<file path="src/rtl/wm_pkg.sv">
package wm_pkg;

  // Flag set kept by the evaluator; bit 0 lands on status bit 16.
  typedef struct packed {
    logic lo_water;
    logic hi_water;
    logic data_req;
    logic cmd_done;
  } wm_flags_t;

  localparam int unsigned FLAG_N = 4;

  // Configuration write addresses.
  localparam logic [1:0] A_MASK_LD  = 2'd0;
  localparam logic [1:0] A_MASK_OR  = 2'd1;
  localparam logic [1:0] A_MASK_AND = 2'd2;
  localparam logic [1:0] A_WMARK    = 2'd3;

  function automatic int unsigned free_slots(input int unsigned depth,
                                             input int unsigned cnt);
    return (cnt >= depth) ? 0 : depth - cnt;
  endfunction

  function automatic logic at_or_above(input int unsigned cnt,
                                       input int unsigned mark);
    return cnt >= mark;
  endfunction

  function automatic logic at_or_below(input int unsigned cnt,
                                       input int unsigned mark);
    return cnt <= mark;
  endfunction

  // Read side: drain when full enough and not empty, or when the bus is done.
  function automatic logic rd_wants_data(input logic hi,
                                         input int unsigned cnt,
                                         input int unsigned bus_left);
    return (hi && cnt != 0) || (bus_left == 0);
  endfunction

  // Write side: refill when host bytes remain and they fit, or when low.
  function automatic logic wr_wants_data(input int unsigned host_left,
                                         input int unsigned room,
                                         input logic lo);
    return (host_left != 0) && ((room >= host_left) || lo);
  endfunction

endpackage

</file>
<file path="src/rtl/wm_cfg_regs.sv">
module wm_cfg_regs
  import wm_pkg::*;
#(
  parameter int unsigned WR_W = 16
) (
  input  logic            clk,
  input  logic            rst_n,
  input  logic            wr_en,
  input  logic [1:0]      wr_addr,
  input  logic [WR_W-1:0] wr_data,
  output logic [WR_W-1:0] mask_q,
  output logic [WR_W/2-1:0] hi_mark,
  output logic [WR_W/2-1:0] lo_mark
);

  localparam int unsigned HALF = WR_W / 2;

  logic [WR_W-1:0] mask_nxt;
  logic            wm_load;

  always_comb begin
    mask_nxt = mask_q;
    wm_load  = 1'b0;
    if (wr_en) begin
      unique case (wr_addr)
        A_MASK_LD:  mask_nxt = wr_data;
        A_MASK_OR:  mask_nxt = mask_q | wr_data;
        A_MASK_AND: mask_nxt = mask_q & wr_data;
        default:    wm_load  = 1'b1;
      endcase
    end
  end

  always_ff @(posedge clk) begin
    if (!rst_n) begin
      mask_q  <= '0;
      hi_mark <= '0;
      lo_mark <= '0;
    end else begin
      mask_q <= mask_nxt;
      if (wm_load) begin
        lo_mark <= wr_data[HALF-1:0];
        hi_mark <= wr_data[WR_W-1:HALF];
      end
    end
  end

  a_r10_mask_load: assert property (@(posedge clk) disable iff (!rst_n)
    (wr_en && wr_addr == A_MASK_LD) |=> (mask_q == $past(wr_data)));

  a_r10_mask_or: assert property (@(posedge clk) disable iff (!rst_n)
    (wr_en && wr_addr == A_MASK_OR) |=> (mask_q == ($past(mask_q) | $past(wr_data))));

  a_r10_mask_and: assert property (@(posedge clk) disable iff (!rst_n)
    (wr_en && wr_addr == A_MASK_AND) |=> (mask_q == ($past(mask_q) & $past(wr_data))));

  a_r11_wmark_only_on_addr3: assert property (@(posedge clk) disable iff (!rst_n)
    !(wr_en && wr_addr == A_WMARK) |=> ($stable(hi_mark) && $stable(lo_mark)));

endmodule

</file>
<file path="src/rtl/wm_flag_eval.sv">
module wm_flag_eval
  import wm_pkg::*;
#(
  parameter int unsigned DEPTH = 8,
  parameter int unsigned CNT_W = 4,
  parameter int unsigned RES_W = 16,
  parameter int unsigned WM_W  = 8
) (
  input  logic             clk,
  input  logic             rst_n,
  input  logic             bus_busy,
  input  logic             rd_dir,
  input  logic             stop_req,
  input  logic             xfer_start,
  input  logic [CNT_W-1:0] fifo_cnt,
  input  logic [RES_W-1:0] bus_res,
  input  logic [RES_W-1:0] host_res,
  input  logic [WM_W-1:0]  hi_mark,
  input  logic [WM_W-1:0]  lo_mark,
  output wm_flags_t        flags_q,
  output logic [1:0]       busy_q,
  output logic             end_xfer_q
);

  wm_flags_t   flags_nxt;
  logic [1:0]  busy_nxt;
  logic        end_nxt;
  logic        both_zero;
  int unsigned room;

  assign both_zero = (bus_res == '0) && (host_res == '0);
  assign room      = free_slots(DEPTH, 32'(fifo_cnt));

  always_comb begin
    flags_nxt = flags_q;
    busy_nxt  = busy_q;
    end_nxt   = 1'b0;
    if (bus_busy) begin
      flags_nxt.data_req = 1'b0;
      if (rd_dir) begin
        flags_nxt.hi_water = at_or_above(32'(fifo_cnt), 32'(hi_mark));
        flags_nxt.data_req = rd_wants_data(flags_nxt.hi_water, 32'(fifo_cnt),
                                           32'(bus_res));
      end else begin
        flags_nxt.lo_water = at_or_below(32'(fifo_cnt), 32'(lo_mark));
        flags_nxt.data_req = wr_wants_data(32'(host_res), room,
                                           flags_nxt.lo_water);
      end
      if (both_zero) begin
        flags_nxt.data_req = 1'b0;
        flags_nxt.cmd_done = 1'b1;
        if (stop_req) begin
          end_nxt  = 1'b1;
          busy_nxt = 2'b00;
        end
      end else begin
        flags_nxt.cmd_done = 1'b0;
      end
    end
    if (xfer_start) busy_nxt = 2'b11;
  end

  always_ff @(posedge clk) begin
    if (!rst_n) begin
      flags_q    <= '{lo_water: 1'b0, hi_water: 1'b0, data_req: 1'b0, cmd_done: 1'b1};
      busy_q     <= 2'b00;
      end_xfer_q <= 1'b0;
    end else begin
      flags_q    <= flags_nxt;
      busy_q     <= busy_nxt;
      end_xfer_q <= end_nxt;
    end
  end

  a_r2_hold_when_idle: assert property (@(posedge clk) disable iff (!rst_n)
    !bus_busy |=> ($stable(flags_q) && !end_xfer_q));

  a_r7_done_on_zero: assert property (@(posedge clk) disable iff (!rst_n)
    (bus_busy && both_zero) |=> (flags_q.cmd_done && !flags_q.data_req));

  a_r7_stop_ends_xfer: assert property (@(posedge clk) disable iff (!rst_n)
    (bus_busy && both_zero && stop_req && !xfer_start) |=> (end_xfer_q && busy_q == 2'b00));

  a_r8_not_done_with_residue: assert property (@(posedge clk) disable iff (!rst_n)
    (bus_busy && !both_zero) |=> !flags_q.cmd_done);

  a_r6_no_write_req_without_host_bytes: assert property (@(posedge clk) disable iff (!rst_n)
    (bus_busy && !rd_dir && host_res == '0) |=> !flags_q.data_req);

  a_r4_read_req_on_bus_done: assert property (@(posedge clk) disable iff (!rst_n)
    (bus_busy && rd_dir && bus_res == '0 && host_res != '0) |=> flags_q.data_req);

  a_r7_req_and_done_exclusive: assert property (@(posedge clk) disable iff (!rst_n)
    !(flags_q.data_req && flags_q.cmd_done));

  a_r11_start_sets_busy: assert property (@(posedge clk) disable iff (!rst_n)
    xfer_start |=> (busy_q == 2'b11));

endmodule

</file>
<file path="src/rtl/wm_irq_combine.sv">
module wm_irq_combine #(
  parameter int unsigned STAT_W = 32,
  parameter int unsigned SHIFT  = 16
) (
  input  logic                    clk,
  input  logic                    rst_n,
  input  logic [STAT_W-1:0]       stat,
  input  logic [STAT_W-SHIFT-1:0] mask,
  output logic [STAT_W-SHIFT-1:0] raw,
  output logic [STAT_W-SHIFT-1:0] masked,
  output logic                    irq
);

  localparam int unsigned RAW_W = STAT_W - SHIFT;

  assign raw = stat[STAT_W-1:SHIFT];

  for (genvar b = 0; b < RAW_W; b++) begin : g_gate
    assign masked[b] = raw[b] & mask[b];
  end

  assign irq = |masked;

  a_r9_irq_needs_raw: assert property (@(posedge clk) disable iff (!rst_n)
    irq |-> (stat[STAT_W-1:SHIFT] != '0));

  a_r9_irq_needs_mask: assert property (@(posedge clk) disable iff (!rst_n)
    irq |-> (mask != '0));

endmodule

</file>
<file path="src/rtl/wm_dreq_irq.sv">
module wm_dreq_irq
  import wm_pkg::*;
#(
  parameter int unsigned DEPTH = 8,
  parameter int unsigned CNT_W = $clog2(DEPTH + 1),
  parameter int unsigned RES_W = 16,
  parameter int unsigned WR_W  = 16
) (
  input  logic             clk,
  input  logic             rst_n,
  input  logic             bus_busy,
  input  logic             rd_dir,
  input  logic             stop_req,
  input  logic             xfer_start,
  input  logic [CNT_W-1:0] fifo_cnt,
  input  logic [RES_W-1:0] bus_res,
  input  logic [RES_W-1:0] host_res,
  input  logic             wr_en,
  input  logic [1:0]       wr_addr,
  input  logic [WR_W-1:0]  wr_data,
  output logic [31:0]      stat_word,
  output logic [15:0]      irq_raw,
  output logic [15:0]      irq_masked,
  output logic [15:0]      irq_mask,
  output logic             end_xfer,
  output logic             irq
);

  localparam int unsigned STAT_W = 32;
  localparam int unsigned SHIFT  = 16;
  localparam int unsigned RAW_W  = STAT_W - SHIFT;
  localparam int unsigned WM_W   = WR_W / 2;

  logic [WR_W-1:0] mask_q;
  logic [WM_W-1:0] hi_mark;
  logic [WM_W-1:0] lo_mark;
  wm_flags_t       flags_q;
  logic [1:0]      busy_q;
  logic [RAW_W-1:0] mask_fit;

  wm_cfg_regs #(.WR_W(WR_W)) u_cfg (
    .clk     (clk),
    .rst_n   (rst_n),
    .wr_en   (wr_en),
    .wr_addr (wr_addr),
    .wr_data (wr_data),
    .mask_q  (mask_q),
    .hi_mark (hi_mark),
    .lo_mark (lo_mark)
  );

  wm_flag_eval #(
    .DEPTH (DEPTH),
    .CNT_W (CNT_W),
    .RES_W (RES_W),
    .WM_W  (WM_W)
  ) u_eval (
    .clk        (clk),
    .rst_n      (rst_n),
    .bus_busy   (bus_busy),
    .rd_dir     (rd_dir),
    .stop_req   (stop_req),
    .xfer_start (xfer_start),
    .fifo_cnt   (fifo_cnt),
    .bus_res    (bus_res),
    .host_res   (host_res),
    .hi_mark    (hi_mark),
    .lo_mark    (lo_mark),
    .flags_q    (flags_q),
    .busy_q     (busy_q),
    .end_xfer_q (end_xfer)
  );

  always_comb begin
    stat_word = '0;
    stat_word[SHIFT +: FLAG_N] = flags_q;
    stat_word[1:0] = busy_q;
  end

  assign mask_fit = RAW_W'(mask_q);

  wm_irq_combine #(.STAT_W(STAT_W), .SHIFT(SHIFT)) u_irq (
    .clk    (clk),
    .rst_n  (rst_n),
    .stat   (stat_word),
    .mask   (mask_fit),
    .raw    (irq_raw),
    .masked (irq_masked),
    .irq    (irq)
  );

  assign irq_mask = 16'(mask_q);

  a_r7_end_pulse_only_after_busy: assert property (@(posedge clk) disable iff (!rst_n)
    end_xfer |-> $past(bus_busy));

endmodule

</file>
<file path="config.mk">
export PLATFORM = sky130hd
export DESIGN_NAME = wm_dreq_irq
export DESIGN_NICKNAME = d
export VERILOG_FILES = /design/src/rtl/wm_pkg.sv /design/src/rtl/wm_cfg_regs.sv /design/src/rtl/wm_flag_eval.sv /design/src/rtl/wm_irq_combine.sv /design/src/rtl/wm_dreq_irq.sv
export SDC_FILE = /design/constraint.sdc
export NUM_CORES = 1
export LEC_CHECK = 0
export ABC_AREA = 1
export BUFFER_PORTS_ARGS = -buffer_cell sky130_fd_sc_hd__buf_2
export CELL_PAD_IN_SITES_DETAIL_PLACEMENT = 1
export CELL_PAD_IN_SITES_GLOBAL_PLACEMENT = 2
export CORE_ASPECT_RATIO = 1.4
export CORE_UTILIZATION = 23
export CTS_CLUSTER_SIZE = 10
export DETAILED_ROUTE_END_ITERATION = 6
export HOLD_SLACK_MARGIN = 0.02
export MAX_ROUTING_LAYER = met4
export PLACE_DENSITY_LB_ADDON = 0.1
export SLEW_MARGIN = 20
export SYNTH_ARGS = -nofsm -noshare
export SYNTH_HDL_FRONTEND = slang
export SYNTH_SLANG_ARGS = --single-unit
export TNS_END_PERCENT = 5
</file>
<file path="constraint.sdc">
create_clock -name clk -period 2.3 [get_ports clk]
set_input_delay 0.115 -clock clk [delete_from_list [all_inputs] [get_ports clk]]
set_output_delay 0.115 -clock clk [all_outputs]
set_load 0.01 [all_outputs]
</file>
==> key figures <==
Finish
  – Commonest non-fill, non-tap cells in the layout: nand2_1 (124), buf_2 (92), inv_1 (52)
  – Commonest non-fill, non-tap cell in the layout: nand2_1
  – Antenna cells: 0
  – Final #Nets: 616
  – Area Overhead vs Synth: 20.0%
  – Fraction of layout cells with a size suffix above 1: 22.6%

Run
  – Max-cap violations: 0

Logic synthesis
  – Cell area after synthesis: 2850 µm²
  – Seq/Total Area, Yosys: 26.7%
  – Synth warnings: 0
  – Syn_area_per_cell: 6.56 µm²
  – Seq cells post-synth: 38
  – Mapped Cells: 435
  – Synth cell types: 27

Clock network
  – Post-CTS Setup Inserts: 0
  – CTS tree: built
  – CTS Buffer Depth: 2
  – CTS buffer count: 5
  – Num Clock Sinks: 38
  – Clock Tree Root: clkbuf_16
  – CTS clk-pin slew, worst paths: 0.06 ns
  – Clk_lat worst skew: 0.28 ns
  – Post-CTS sizing: 0
  – CTS Hold Bufs: 0
  – Htree depth: 2

Drt
  – DRC: 0
  – Vias per inst: 4.11
  – Wire length per cell: 11.8 µm
  – Via Count: 2769
  – Pre-antenna DRT Iters: 3
  – Drt initial violations: 23
  – Post-route ant nets: 0
  – Final WL: 7970 µm

Place
  – Dpl ws: -0.0301 ns
  – # port buffers: 92
  – Hpwl dp: 6720 µm
  – RePlAce Congestion: 0.687

Global route
  – First-pass GRT wire length: 12700 µm
  – Largest net degree at the start of global routing: 19
  – Initial antenna violation count: 0
  – Grt total ovfl: 0
  – Vias in the first global route: 2720
  – All-Layer GR Usage: 13.1%

Setup path
  – Delay-heaviest family, CP: simple AND/OR/NAND/NOR gates
  – Startpoint types: input pin
  – Reg2Reg Capture Point: u_eval.flags_q[1]$_SDFFE_PN0P_
  – Critical R2R Launch: u_cfg.lo_mark[1]$_SDFFE_PN0P_
  – Worst reg2reg path depth: 13
  – Critical Path Most Common Cell: nand2_1
  – Crit Path Max Fanout: 12
  – Crit path capture type: register
  – Data arrival, critical path: 2.14 ns
  – Critical path class: in2reg
  – Setup slack, reg-to-reg: 0.80 ns
  – CP bufs+invs: 5
  – Slowest cell on the critical path: ha_1
  – Req. time, crit path: 2.47 ns
  – CP Cell Sequence: buf_2 -> inv_1 -> ha_1 -> inv_1 -> nor2_1 -> nor2_1 -> nand2_1 -> inv_1 -> ha_1 -> nand2_1 -> inv_1 -> a21oi_1 -> nand2_1 -> nor2_1 -> nand3_1 -> nand2_1 -> nand2_1 -> nand2_1 -> a21oi_2
  – Delay of the slowest cell on the worst path: 0.32 ns

Pwr
  – Sw frac: 29.7%
  – Peak supply drop: 337 µV
  – Clk pwr share: 37.5%
  – Comb pwr share: 22.5%
  – Psw: 0.536 mW
  – Sequential power share: 40.0%
  – Power Dens Cells: 527 nW/µm²
  – Pleak: 1.95 nW
  – P_int: 1.27 mW

STA
  – Hold Fails Final Rpt: 0
  – Final Cycle Share: 85.9%
  – Unrepaired setup endpoints after global routing: no
  – Fmax: 506 MHz
  – TNS Setup: 0 ns
  – Worst Clk Skew: 0.00444 ns
  – Slew Limit Fails: 0
  – Max-slew headroom at the worst pin: 56.5%
  – Final WS setup: 0.325 ns
  – Worst-margin pin slew: 0.653 ns
  – Final setup vio count: 0
  – Tmin final: 1.98 ns

Min path
  – Hold Path Class: in2reg
  – Hold Path Cell Cnt: 3
  – Hold endpoint: u_eval.busy_q[0]$_SDFFE_PN0P_
  – Hold Path Origin: xfer_start

Floorplan
  – Die width: 96.1 µm
  – Core Area: 11900 µm²
  – Die area: 12900 µm²
  – # IOs: 143
  – Die height: 134 µm
  – Starting density of the core: 23.9%
  – Std cell rows: 47

Outcome
  – Status: finished clean
final cells by class:
cell class                      count  area (µm²)
Inverter                           58         218
Sequential cell                    38         761
Multi-Input combinational cell    324        1600
Tap cell                          147         184
Timing Repair Buffer              100         520
Fill cell                        1570        8510
Clock buffer                        6         139
power by group through the flow:
stage / sequential, mW / clock, mW / combinational [mW]
2_1_floorplan: 0.743 / 0 / 0.311
3_3_place_gp: 0.737 / 0 / 0.407
3_5_place_dp: 0.738 / 0 / 0.417
4_1_cts: 0.724 / 0.702 / 0.419
5_1_grt: 0.728 / 0.725 / 0.474
6_report: 0.722 / 0.677 / 0.407
how the worst max path moves through the flow:
| stage | start | end | depth (start not counted) |
|---|---|---|---|
| after floorplan | fifo_cnt[0] | u_eval.flags_q[1]$_SDFFE_PN0P_ | 18 |
| after global placement | fifo_cnt[0] | u_eval.flags_q[1]$_SDFFE_PN0P_ | 19 |
| after detailed placement | fifo_cnt[0] | u_eval.flags_q[1]$_SDFFE_PN0P_ | 19 |
| after CTS | fifo_cnt[0] | u_eval.flags_q[1]$_SDFFE_PN0P_ | 19 |
| after global routing | fifo_cnt[0] | u_eval.flags_q[1]$_SDFFE_PN0P_ | 19 |
| final | fifo_cnt[0] | u_eval.flags_q[1]$_SDFFE_PN0P_ | 19 |
layer usage:
layer,GRT usage (%),part of all wire (%),vias to the layer above
met1,13.6,38,1274
li1,-,-,1429
met5,-,0,-
met3,1.87,3.5,6
met4,4.48,1.5,0
met2,24.5,57,60
worst reg2reg max path, delay by kind of cell (launching register included):
kind	cells	cell delay (ns)
AOI/OAI and AO/OA	2	0.16
buffers and inverters	2	0.10
adders and majority gates	1	0.29
and+or+nand+nor	8	0.53
DFF	1	0.30
cell families after synthesis:
logic type	after synthesis	synth area share [%]
AND/OR/NAND/NOR	179	24.7
buffers and inverters	122	23.6
AO/OA/AOI/OAI	67	12.6
flip-flops	38	26.7
adder cells (fa/ha/maj)	28	12.3
other	1	0.131
cells in the mapped netlist:
cell type / count / share of area, %
buf_4: 56 / 15
dfxtp_1: 38 / 27
a21oi_2: 2 / 0.61
conb_1: 1 / 0.13
inv_2: 6 / 0.79
clkbuf_1: 3 / 0.39
inv_1: 52 / 6.8
nor2_1: 41 / 5.4
and2_1: 1 / 0.22
nand2_1: 124 / 16
nand4_1: 5 / 1.1
nor2_2: 2 / 0.44
a21oi_1: 40 / 7.0
nor4_1: 1 / 0.22
o21bai_1: 1 / 0.26
clkbuf_2: 1 / 0.18
buf_2: 3 / 0.53
ha_1: 28 / 12
o21ai_2: 2 / 0.61
nor3_2: 1 / 0.35
o21ai_0: 18 / 3.2
a21o_1: 1 / 0.26
o41ai_1: 1 / 0.31
nand3_1: 3 / 0.53
o21ai_1: 2 / 0.35
nor3_1: 1 / 0.18
buf_1: 1 / 0.13
metrics by stage:
step / instances / hold WS (ns) / area [µm²] / total power, mW / util, %
6_report: 673 / 0.0423 / 3420 / 1.81 / 28.7
5_1_grt: 673 / 0.0650 / 3420 / 1.93 / 28.7
4_1_cts: 673 / 0.0378 / 3420 / 1.84 / 28.7
3_5_place_dp: 667 / 0.336 / 3290 / 1.15 / 27.5
3_3_place_gp: 667 / 0.327 / 3290 / 1.14 / 27.5
2_1_floorplan: 484 / 0.226 / 3040 / 1.05 / -
registers in the layout (all words and copies together) (netlist names):
register and count:
u_cfg.hi_mark 8, u_cfg.lo_mark 8, u_cfg.mask_q 16, u_eval.busy_q 1, u_eval.end_xfer_q 1, u_eval.flags_q 4
Power figures use the tool's default switching activity.
